<file path="src/rtl/asr_pkg.sv">
package asr_pkg;
    localparam int ADDR_W    = 30;   // word address width
    localparam int WIN_BITS  = 13;   // window: word address bits above this are zero
    localparam int PAGE_LSB  = 10;   // page index starts here
    localparam int FOLD_BITS = 11;   // folded pages keep this many low bits
    localparam int HI_BYTE_W = 8;
    localparam int HI_TAG_W  = 12;
    localparam logic [HI_TAG_W-1:0] HI_TAG = 12'h7F1;

    typedef enum logic [1:0] {SP_MAIN, SP_IO, SP_BOOT} space_e;
    typedef enum logic [1:0] {RET_IDLE, RET_MAIN, RET_IO, RET_BOOT} ret_state_e;
endpackage

</file>
<file path="src/rtl/asr_decode.sv">
module asr_decode
    import asr_pkg::*;
(
    input  logic              supervisor,
    input  logic [ADDR_W-1:0] addr,
    output space_e            space,
    output logic [ADDR_W-1:0] addr_out
);
    localparam int PAGE_W = WIN_BITS - PAGE_LSB;

    logic              in_win;
    logic [PAGE_W-1:0] page;
    logic [ADDR_W-1:0] folded;
    logic              hi_main;

    assign in_win  = supervisor && (addr[ADDR_W-1:WIN_BITS] == '0);
    assign page    = addr[WIN_BITS-1:PAGE_LSB];
    assign folded  = {{(ADDR_W-FOLD_BITS){1'b0}}, addr[FOLD_BITS-1:0]};
    assign hi_main = (addr[ADDR_W-1 -: HI_BYTE_W] == '0) ||
                     (addr[ADDR_W-1 -: HI_TAG_W] == HI_TAG);

    always_comb begin
        space    = SP_IO;
        addr_out = addr;
        if (in_win) begin
            unique case (page[PAGE_W-1 -: 2])
                2'b00, 2'b01: space = SP_MAIN;
                2'b10: begin
                    space    = SP_IO;
                    addr_out = folded;
                end
                2'b11: begin
                    space    = SP_BOOT;
                    addr_out = folded;
                end
            endcase
        end else if (hi_main) begin
            space = SP_MAIN;
        end
    end
endmodule

</file>
<file path="src/rtl/asr_rd_return.sv">
module asr_rd_return
    import asr_pkg::*;
#(
    parameter int DATA_W = 32
) (
    input  logic              clk,
    input  logic              rst_n,
    input  logic              rd_req,
    input  space_e            space,
    input  logic [DATA_W-1:0] main_rdata,
    input  logic [DATA_W-1:0] io_rdata,
    input  logic [DATA_W-1:0] boot_rdata,
    output logic              rd_valid,
    output logic [DATA_W-1:0] rd_data
);
    ret_state_e state_q, state_d;

    always_comb begin
        state_d = RET_IDLE;
        if (rd_req) begin
            case (space)
                SP_MAIN: state_d = RET_MAIN;
                SP_BOOT: state_d = RET_BOOT;
                default: state_d = RET_IO;
            endcase
        end
    end

    always_ff @(posedge clk) begin
        if (!rst_n) state_q <= RET_IDLE;
        else        state_q <= state_d;
    end

    always_comb begin
        unique case (state_q)
            RET_IDLE: begin
                rd_valid = 1'b0;
                rd_data  = '0;
            end
            RET_MAIN: begin
                rd_valid = 1'b1;
                rd_data  = main_rdata;
            end
            RET_IO: begin
                rd_valid = 1'b1;
                rd_data  = io_rdata;
            end
            RET_BOOT: begin
                rd_valid = 1'b1;
                rd_data  = boot_rdata;
            end
        endcase
    end
endmodule

</file>
<file path="src/rtl/addr_space_router.sv">
module addr_space_router
    import asr_pkg::*;
#(
    parameter int DATA_W = 32,
    localparam int BE_W  = DATA_W / 8
) (
    input  logic              clk,
    input  logic              rst_n,
    input  logic              req_valid,
    input  logic              req_write,
    input  logic [ADDR_W-1:0] req_addr,
    input  logic [BE_W-1:0]   req_be,
    input  logic [DATA_W-1:0] req_wdata,
    input  logic              supervisor,
    output logic              main_sel,
    output logic              main_we,
    output logic [ADDR_W-1:0] main_addr,
    output logic [BE_W-1:0]   main_be,
    output logic [DATA_W-1:0] main_wdata,
    input  logic [DATA_W-1:0] main_rdata,
    output logic              io_sel,
    output logic              io_we,
    output logic [ADDR_W-1:0] io_addr,
    output logic [BE_W-1:0]   io_be,
    output logic [DATA_W-1:0] io_wdata,
    input  logic [DATA_W-1:0] io_rdata,
    output logic              boot_sel,
    output logic              boot_we,
    output logic [ADDR_W-1:0] boot_addr,
    output logic [BE_W-1:0]   boot_be,
    output logic [DATA_W-1:0] boot_wdata,
    input  logic [DATA_W-1:0] boot_rdata,
    output logic              rd_valid,
    output logic [DATA_W-1:0] rd_data
);
    space_e            space;
    logic [ADDR_W-1:0] mapped;

    asr_decode u_decode (
        .supervisor (supervisor),
        .addr       (req_addr),
        .space      (space),
        .addr_out   (mapped)
    );

    assign main_sel   = req_valid && (space == SP_MAIN);
    assign io_sel     = req_valid && (space == SP_IO);
    assign boot_sel   = req_valid && (space == SP_BOOT);

    assign main_addr  = mapped;
    assign io_addr    = mapped;
    assign boot_addr  = mapped;
    assign main_we    = req_write;
    assign io_we      = req_write;
    assign boot_we    = req_write;
    assign main_be    = req_be;
    assign io_be      = req_be;
    assign boot_be    = req_be;
    assign main_wdata = req_wdata;
    assign io_wdata   = req_wdata;
    assign boot_wdata = req_wdata;

    asr_rd_return #(.DATA_W(DATA_W)) u_return (
        .clk        (clk),
        .rst_n      (rst_n),
        .rd_req     (req_valid && !req_write),
        .space      (space),
        .main_rdata (main_rdata),
        .io_rdata   (io_rdata),
        .boot_rdata (boot_rdata),
        .rd_valid   (rd_valid),
        .rd_data    (rd_data)
    );
endmodule

</file>
<file path="config.mk">
export PLATFORM = sky130hd
export DESIGN_NAME = addr_space_router
export DESIGN_NICKNAME = d
export VERILOG_FILES = /design/src/rtl/asr_pkg.sv /design/src/rtl/asr_decode.sv /design/src/rtl/asr_rd_return.sv /design/src/rtl/addr_space_router.sv
export SDC_FILE = /design/constraint.sdc
export NUM_CORES = 1
export LEC_CHECK = 0
export CORE_AREA = 3 3 157 159
export CTS_BUF_LIST = sky130_fd_sc_hd__clkbuf_4 sky130_fd_sc_hd__clkbuf_8
export CTS_CLUSTER_DIAMETER = 150
export DETAILED_ROUTE_END_ITERATION = 8
export DIE_AREA = 0 0 160 162
export PLACE_DENSITY = 0.45
export SLEW_MARGIN = 10
export SYNTH_ARGS = -nofsm -noshare
export SYNTH_HDL_FRONTEND = slang
export SYNTH_HIERARCHICAL = 1
export SYNTH_SLANG_ARGS = --single-unit
</file>
<file path="constraint.sdc">
create_clock -name clk -period 3.3 [get_ports clk]
set_input_delay 0.66 -clock clk [delete_from_list [all_inputs] [get_ports clk]]
set_output_delay 0.66 -clock clk [all_outputs]
set_load 0.03 [all_outputs]
</file>
==> summary.md <==
| Metric | Value |
|---|---|
| Final Hold Viols | 0 |
| Grt ovf | 0 |
| Cells after synthesis | approximately 300 |
| Ys flop type | dfxtp_1 |
| Initial antenna violation count | 0 |
| Via Count | 2042 |
| Chip height | 162 um |
| Hold WC Path Type | in -> reg |
| Max cap viols | 0 |
| Tcrit/Tclk final | 95.7% |
| Final min period | 3.16 ns |
| Remaining DRCs | 0 |
| DR iter-0 viols | 107 |
| DP Area | approximately 3700 um2 |
| Reg clk slew, reported paths | around 0.030 ns |
| Hold Path Stages | 3 |
| Fin. max-slew vios | 0 |
| Post-synth top area share | between 50% and 60% |
| Vias per cell | around 3.1 |
| Post-Route WL | 9.04 mm |
| RSZ-0062 raised after global routing | false |
| Critical path startpoint category | input port |
| IO Count | around 400 |
| Worst hold start | rst_n |
| Core ar. | 23400 um2 |
| Synth Register Bits | 2 |
| Largest regs | u_return/state_q (2) |
| Antenna viol nets, final | 0 |
| Ratio of cells with drive above 1 in the final layout | 22.2% |
| Synthesized area per cell | ~8.4 um2 |
| Post-synthesis cell type count | 28 |
| Syn_nets | 471 |
| Top cells by count, synth | 182 x buf_4, 32 x a22o_1, 29 x mux2_4 |
| Fraction of registers with async set/reset | 0% |
| Global Route Usage Sum | 6.23% |
| Mapped cell area | between 2000 and 3000 um2 |
| CTS H-tree depth | 1 |
| TritonCTS Buffers | 3 |
| FILL cells | 2653 |
| Largest net degree at the start of global routing | 34 |
| Hold endpoint | u_return/state_q[1] |
| Highest clock rate | between 300 and 400 MHz |
| Relative slew slack | 61.7% |
| GPL Wtd Cong | 0.820 |
| First-pass DRT Iterations | 4 |
| Die width | 160 um |
| Starting density of the core | 10.9% |
| Std cell rows | 56 |
| Hold slack | 1.05 ns |
| Max reg flops | 2 |
| PnR worst setup slack | 0.143 ns |
| Register area share after synthesis | roughly 1.6% |
| Crit Path Category | in -> out |
| Worst Path Max Fanout | 4 |
| Worst Max-Slew Pin Slew | 0.572 ns |
| # clock sinks | 2 |
| Final cell count without fillers | 653 |
| Power per cell area | 155 nW/um2 |
| Ant. Diodes | 0 |
| Final instance area | 3760 um2 |
| Cell taking the most area after synthesis | buf_4 |
| Worst VDD drop | 0.0000694 V |
| WP data required | 2.64 ns |
| Root Driver | clkbuf_8 |
| Outcome | completed |
| Hpwl dp | around 7.6 mm |
| Top-count cell post-synth | buf_4 |
| Critical path arrival | 2.50 ns |
| Vias in the first global route | 2211 |
| Nets@finish | a little over 500 |
| Area grow syn2layout | 47.4% |
| Dpl cells | 649 |
| Max clock buf depth | 2 |
| Number of synthesized flops with an enable pin | 0 |
| Global-route wire length before repair | 12.9 mm |
| Die area | 25900 um2 |
| Routed len/inst | around 14 um |
| Setup TNS | 0 ns |
| CP Capture Type | primary output |
| IO Port Bufs | 215 |
| YS warnings | 6 |
| Top reg by flops | u_return/state_q |
| DP Worst Slack | -0.435 ns |
| Top cells by area, synth | buf_4 54%, mux2_4 17%, a22o_1 11%, clkbuf_1 2.8%, buf_12 2.4% |
| CTS tree | done |
| Leakage Power | 1.39 nW |
| Final setup violation count | 0 |
-- report_power, final --
group / internal (mW) / leakage (nW) / switching, mW
Clock: 0.0770 / 0.0216 / 0.0177
Combinational: 0.267 / 1.35 / 0.194
Sequential: 0.0250 / 0.0167 / 0.00126
-- layout make-up --
class	count	area (um2)	area share [%]
timing repair buffer	238	2330	62.0
multi-input combinational	89	941	25.0
tap	319	399	10.6
sequential	2	41.3	1.10
clock buffer	3	41.3	1.10
inverter	2	7.51	0.200
-- worst max path at each step --
stage,slack (ns),cells past startpoint,endpoint,startpoint
final,0.14,8,io_sel,req_addr[15]
after global routing,0.007,8,io_sel,req_addr[15]
after CTS,0.02,7,main_addr[12],req_addr[15]
after detailed placement,-0.43,7,io_sel,req_addr[25]
after global placement,-0.43,7,io_sel,req_addr[25]
after floorplan,0.38,5,main_sel,req_addr[25]
-- worst max-delay path, cell delays in order --
cell             delay [ns]
clkdlybuf4s50_1        0.48
nor4_2                 0.29
buf_4                  0.14
and4_1                 0.24
nand3_1                0.09
nor2_1                 0.12
and3b_1                0.19
clkdlybuf4s15_2        0.28
-- routing by layer --
metal	wire, um	part of all wire [%]	vias to the layer above	GRT usage (%)
li1	-	-	886	-
met3	1550	17	6	4.49
met4	75	0.83	2	1.46
met1	3430	38	884	6.91
met5	37	0.41	-	0.947
met2	3950	44	264	9.56
-- metrics by stage --
step / total power [mW] / util (%)
finish: 0.582 / 16.1
global route: 0.610 / 16.1
CTS: 0.591 / 16.0
detailed placement: 0.490 / 15.8
global placement: 0.490 / 15.8
floorplan: 0.584 / -
-- placed cells by master, fill, tap and decap left out, types with 2 or more instances in the layout --
master	synthesis	layout
a22o_1	32	32
and3b_1	2	2
buf_12	3	2
buf_4	182	28
clkbuf_8	0	3
clkdlybuf4s50_1	0	202
dlygate4sd2_1	0	3
inv_1	2	2
mux2_2	3	3
mux2_4	29	29
nand4_1	2	2
nor2_1	6	6
-- logic make-up after synthesis --
family	share of synthesized area, %
muxes	18.4
buffers and inverters	61.8
and+or+nand+nor	6.03
DFF	1.57
AOI/OAI and AO/OA	12.2
-- timing repair --
action / 4_1_cts / 5_1_grt
resized for setup: 9 / 2
pin swaps: 3 / 1
hold buffers: 0 / 0
setup endpoints to repair: 3 / 6
setup buffers: 1 / 0
Power figures use the tool's default switching activity.
